===== src/rtl/rsc_pkg.sv =====
package rsc_pkg;

  typedef enum logic [1:0] {
    CAUSE_NONE = 2'd0,
    CAUSE_PIN  = 2'd1,
    CAUSE_WDT  = 2'd2
  } cause_e;

  typedef enum logic {
    KIND_COLD = 1'b0,
    KIND_WARM = 1'b1
  } rst_kind_e;

  typedef struct packed {
    logic to;
    logic pdf;
  } flags_t;

  // Status flag update for one reset cause, given the power-down state
  function automatic flags_t next_flags(cause_e c, logic halted, flags_t cur);
    flags_t f;
    f = cur;
    case (c)
      CAUSE_PIN: begin
        if (halted) begin
          f.to  = 1'b0;
          f.pdf = 1'b1;
        end
      end
      CAUSE_WDT: begin
        f.to = 1'b1;
        if (halted) f.pdf = 1'b1;
      end
      default: f = cur;
    endcase
    return f;
  endfunction

  // Only a watchdog expiry in power-down is served by the warm path
  function automatic rst_kind_e kind_of(cause_e c, logic halted);
    return (c == CAUSE_WDT && halted) ? KIND_WARM : KIND_COLD;
  endfunction

endpackage


===== src/rtl/rsc_sync.sv =====
module rsc_sync #(
  parameter int  STAGES = 2,
  parameter logic RST_VAL = 1'b1
) (
  input  logic clk_i,
  input  logic arst_n_i,
  input  logic d_i,
  output logic q_o
);
  logic [STAGES-1:0] chain_q;

  always_ff @(posedge clk_i or negedge arst_n_i) begin
    if (!arst_n_i) chain_q <= {STAGES{RST_VAL}};
    else           chain_q <= {chain_q[STAGES-2:0], d_i};
  end

  assign q_o = chain_q[STAGES-1];
endmodule


===== src/rtl/rsc_cause.sv =====
module rsc_cause
  import rsc_pkg::*;
(
  input  logic   pin_act_i,
  input  logic   wdt_tmo_i,
  input  logic   halt_req_i,
  input  logic   busy_i,
  input  logic   halted_i,
  output cause_e cause_o,
  output logic   start_o,
  output logic   halt_ok_o
);
  // Pin wins over the watchdog when both are seen in the same cycle
  always_comb begin
    if (pin_act_i)      cause_o = CAUSE_PIN;
    else if (wdt_tmo_i) cause_o = CAUSE_WDT;
    else                cause_o = CAUSE_NONE;
  end

  assign start_o   = (cause_o != CAUSE_NONE);
  assign halt_ok_o = halt_req_i && !busy_i && !halted_i && !start_o;
endmodule


===== src/rtl/rsc_sst.sv =====
module rsc_sst #(
  parameter int W = 10
) (
  input  logic         clk_i,
  input  logic         arst_n_i,
  input  logic         restart_i,
  output logic         busy_o,
  output logic [W-1:0] cnt_o
);
  localparam logic [W-1:0] LAST = {W{1'b1}};

  function automatic logic at_last(logic [W-1:0] c);
    return c == LAST;
  endfunction

  logic         busy_q;
  logic [W-1:0] cnt_q;

  always_ff @(posedge clk_i or negedge arst_n_i) begin
    if (!arst_n_i) begin
      busy_q <= 1'b1;
      cnt_q  <= '0;
    end else if (restart_i) begin
      busy_q <= 1'b1;
      cnt_q  <= '0;
    end else if (busy_q) begin
      if (at_last(cnt_q)) busy_q <= 1'b0;
      else                cnt_q  <= cnt_q + 1'b1;
    end
  end

  assign busy_o = busy_q;
  assign cnt_o  = cnt_q;
endmodule


===== src/rtl/reset_start_ctrl.sv =====
module reset_start_ctrl
  import rsc_pkg::*;
#(
  parameter int SST_BITS    = 10,
  parameter int SYNC_STAGES = 2
) (
  input  logic clk_i,
  input  logic por_n_i,
  input  logic ext_rst_n_i,
  input  logic wdt_tmo_i,
  input  logic halt_req_i,
  output logic chip_rst_o,
  output logic warm_rst_o,
  output logic to_flag_o,
  output logic pdf_flag_o,
  output logic halted_o
);
  // Named internal events, visible to the checker
  logic                pin_sync_w;
  logic                pin_act_w;
  cause_e              cause_w;
  logic                start_ev_w;
  logic                halt_ok_w;
  logic                sst_busy_w;
  logic [SST_BITS-1:0] sst_cnt_w;

  flags_t    flags_q;
  logic      halted_q;
  rst_kind_e kind_q;

  rsc_sync #(.STAGES(SYNC_STAGES), .RST_VAL(1'b1)) u_pin_sync (
    .clk_i    (clk_i),
    .arst_n_i (por_n_i),
    .d_i      (ext_rst_n_i),
    .q_o      (pin_sync_w)
  );

  assign pin_act_w = !pin_sync_w;

  rsc_cause u_cause (
    .pin_act_i  (pin_act_w),
    .wdt_tmo_i  (wdt_tmo_i),
    .halt_req_i (halt_req_i),
    .busy_i     (sst_busy_w),
    .halted_i   (halted_q),
    .cause_o    (cause_w),
    .start_o    (start_ev_w),
    .halt_ok_o  (halt_ok_w)
  );

  rsc_sst #(.W(SST_BITS)) u_sst (
    .clk_i     (clk_i),
    .arst_n_i  (por_n_i),
    .restart_i (start_ev_w),
    .busy_o    (sst_busy_w),
    .cnt_o     (sst_cnt_w)
  );

  always_ff @(posedge clk_i or negedge por_n_i) begin
    if (!por_n_i) begin
      flags_q  <= '0;
      halted_q <= 1'b0;
      kind_q   <= KIND_COLD;
    end else begin
      if (start_ev_w) begin
        flags_q  <= next_flags(cause_w, halted_q, flags_q);
        kind_q   <= kind_of(cause_w, halted_q);
        halted_q <= 1'b0;
      end else if (halt_ok_w) begin
        halted_q <= 1'b1;
      end
    end
  end

  assign chip_rst_o = sst_busy_w && (kind_q == KIND_COLD);
  assign warm_rst_o = sst_busy_w && (kind_q == KIND_WARM);
  assign to_flag_o  = flags_q.to;
  assign pdf_flag_o = flags_q.pdf;
  assign halted_o   = halted_q;
endmodule


===== config.mk =====
export PLATFORM = sky130hd
export DESIGN_NAME = reset_start_ctrl
export DESIGN_NICKNAME = d
export VERILOG_FILES = /design/src/rtl/rsc_pkg.sv /design/src/rtl/rsc_sync.sv /design/src/rtl/rsc_cause.sv /design/src/rtl/rsc_sst.sv /design/src/rtl/reset_start_ctrl.sv
export SDC_FILE = /design/constraint.sdc
export NUM_CORES = 1
export LEC_CHECK = 0
export BUFFER_PORTS_ARGS = -buffer_cell sky130_fd_sc_hd__buf_2
export CORE_MARGIN = 1.5
export CORE_UTILIZATION = 54
export DETAILED_ROUTE_END_ITERATION = 6
export GPL_TIMING_DRIVEN = 0
export PLACE_DENSITY_LB_ADDON = 0.05
export SLEW_MARGIN = 20
export SYNTH_ARGS = -nofsm -noshare
export SYNTH_HDL_FRONTEND = slang
export SYNTH_SLANG_ARGS = --single-unit

===== constraint.sdc =====
create_clock -name clk_i -period 1.5 [get_ports clk_i]
set_input_delay 0.075 -clock clk_i [delete_from_list [all_inputs] [get_ports clk_i]]
set_output_delay 0.075 -clock clk_i [all_outputs]
set_load 0.02 [all_outputs]

==> flow_summary_export.csv <==
group,metric,value,unit
critical_path,critPathRequiredTime,1.67,ns
critical_path,crit_fanout,4,
floorplan,row_count,13,
synth,yosysSeqAreaShare,53.3,%
synth,postSynthCellCount,70,
clocking,cts.sink_count,17,
finish,mostFrequentLayoutCell,"dfrtp_1",
timing,fin_crit,1.42,ns
drt,routed_wl,1350,um
synth,synth.distinct_cells,34,
drt,drc,0,
critical_path,cp-end-kind,"register",
finish,utilization,69.3,%
placed_design,place.gp.congestion,0.746,
drt,via_per_inst,5.77,
placed_design,dp_hpwl,995,um
floorplan,core,0.00135,mm^2
power_and_ir_drop,p_leak,0.000432,uW
finish,nets,94,
timing,hold_viol_final,0,
drt,dr.pass1.iters,4,
global_routing,antenna_found_initial,0,
status,status,"complete, no violations",
drt,wire_per_inst,13.2,um
global_routing,grt_pass1_vias,549,
clocking,cts_buffers,3,
drt,vias,589,
synth,avgSynthCellArea,11.5,um^2
critical_path,cp.arrival,1.59,ns
timing,slew_violations,0,
floorplan,start_util,59.7,%
floorplan,fp.dieH,41.6,um
worst_hold_path,hp-class,"primary input to register",
timing,rsz0062_at_grt,"false",
floorplan,ios,10,
timing,period_share,94.5,%
synth,synth.cell_area,806,um^2
timing,tightest_slew,0.366,ns
clocking,clk_latency,0.28,ns
timing,finalSetupTns,0,ns
power_and_ir_drop,power,734,uW
timing,setup_violations,0,
timing,maxSlewHeadroom,75.6,%
placed_design,portBuffers,9,
clocking,cts_tree,"built",
clocking,cts_buffer_depth,2,
global_routing,gr-total-overflow,0,
finish,antenna_cells,0,
synth,ys_top_cells_by_area,"dfrtp_1 (43%), dfstp_2 (9.8%), xor2_1 (5.4%)",
global_routing,grt_pass1_wl,2350,um
synth,synth_top_area_share,43.5,%
timing,finClkSkew,0.00494,ns
power_and_ir_drop,power_per_cell_area,784,mW/mm^2
synth,synth_warnings,0,
floorplan,die_x,41.6,um
finish,mostFrequentLayoutCells,"dfrtp_1 (14), nor2_1 (10), buf_2 (10), xor2_1 (5)",
placed_design,place_inst,94,
finish,drive_gt1_share,31.0,%
synth,ys_ff_latch,17,
critical_path,startpoint_type,"register",
synth,synth_top_area_cell,"dfrtp_1",
power_and_ir_drop,max-vdd-ir-drop,0.509,mV
global_routing,grt.total_usage,17.8,%
flow_run,cap_viol_max_count,0,
timing,max_freq,706,MHz
finish,final_cells,102,
floorplan,dieArea,0.00173,mm^2
finish,area_delta_synth_final,16.1,%
clocking,clkTransAtPathRegs,0.09,ns
drt,drt_iter0_markers,13,
drt,ant_nets,0,
clocking,htreeDepth,1,
critical_path,critPathKind,"register to register",
clocking,cts_root_buffer,"clkbuf_4",
synth,mappedNetlistNets,76,
global_routing,grt_max_degree,18,
[final timing paths]
path	from	endpoint	slack (ns)	cells past startpoint
min reg2reg	u_pin_sync.chain_q[0]	u_pin_sync.chain_q[1]	0.37	0
max in group asynchronous	por_n_i	u_pin_sync.chain_q[1]	0.95	2
min in group asynchronous	por_n_i	u_sst.cnt_o[7]	0.23	2
min	halt_req_i	halted_o	0.03	3
max reg2reg	u_sst.cnt_o[1]	u_sst.cnt_o[1]	0.08	5
max	u_sst.cnt_o[1]	u_sst.cnt_o[1]	0.08	5
[report_power, final]
| part | switching, uW | internal [uW] |
|---|---|---|
| Sequential | 3.19 | 465 |
| Combinational | 20.4 | 15.1 |
| Clock | 126 | 103 |
| Total | 150 | 584 |
[cells by family after synthesis]
| family | count (synthesis) | share of synthesized area [%] |
|---|---|---|
| multiplexers | 2 | 2.48 |
| flip-flops | 17 | 53.3 |
| AO/OA/AOI/OAI | 17 | 16.3 |
| XOR/XNOR | 5 | 5.43 |
| AND/OR/NAND/NOR | 25 | 19.4 |
| adder cells (fa/ha/maj) | 1 | 1.55 |
| buffers and inverters | 3 | 1.55 |
[worst max-delay path: stages (launching register included)]
cell     delay [ns]
dfrtp_1        0.39
ha_2           0.21
nand2_2        0.10
o31ai_4        0.33
mux2i_1        0.23
nor2_1         0.06
[cell usage after synthesis, drive strengths merged]
| library cell | count |
|---|---|
| dfrtp | 14 |
| nor2 | 10 |
| xor2 | 5 |
| o21ai | 4 |
| a21oi | 3 |
| dfstp | 3 |
| and2 | 2 |
| and4 | 2 |
| inv | 2 |
| mux2i | 2 |
| nand2 | 2 |
| nand3 | 2 |
| o211ai | 2 |
| o31ai | 2 |
| a211oi | 1 |
| a21o | 1 |
| a311oi | 1 |
| a31oi | 1 |
| a41oi | 1 |
| and3 | 1 |
| buf | 1 |
| ha | 1 |
| nand2b | 1 |
| nand4 | 1 |
| nor2b | 1 |
| nor3b | 1 |
| o2111ai | 1 |
| or2b | 1 |
| or3 | 1 |
[layer usage]
layer | global-route usage (%) | wire length (um)
met1 | 23.9 | 694
met2 | 27.8 | 595
met3 | 3.91 | 34
met4 | 7.74 | 25
met5 | 0 | 0
[state kept, by name, indices dropped and copies added (netlist names)]
name / cells
halted_o: 1
kind_q: 1
pdf_flag_o: 1
to_flag_o: 1
u_pin_sync.chain_q: 2
u_sst.busy_o: 1
u_sst.cnt_o: 10
[what timing repair did]
item	CTS	global route
setup endpoints to repair	2	3
hold endpoints to repair	18	0
cloned	0	0
resized for setup	1	1
pin swaps	1	2
hold buffers	2	0
setup buffers	0	2
[cell type report]
cell class | instances | area (um^2)
multi-input cells | 50 | 369
plain buffers | 1 | 5.00
repair buffers | 13 | 80.1
clock buffers | 4 | 26.3
inverters | 2 | 7.51
flip-flops and latches | 17 | 429
fillers | 107 | 414
well taps | 15 | 18.8
[stage by stage]
stage	cell area [um^2]	hold slack, ns	setup WS, ns
finish	936	0.0318	0.0831
detailed placement	870	0.00904	0.00831
CTS	918	0.0282	0.00905
global placement	870	0.00956	0.0462
global route	936	0.0642	0.00490
floorplan	806	-0.221	0.111
Note: power is estimated with default switching activity, not from simulation.
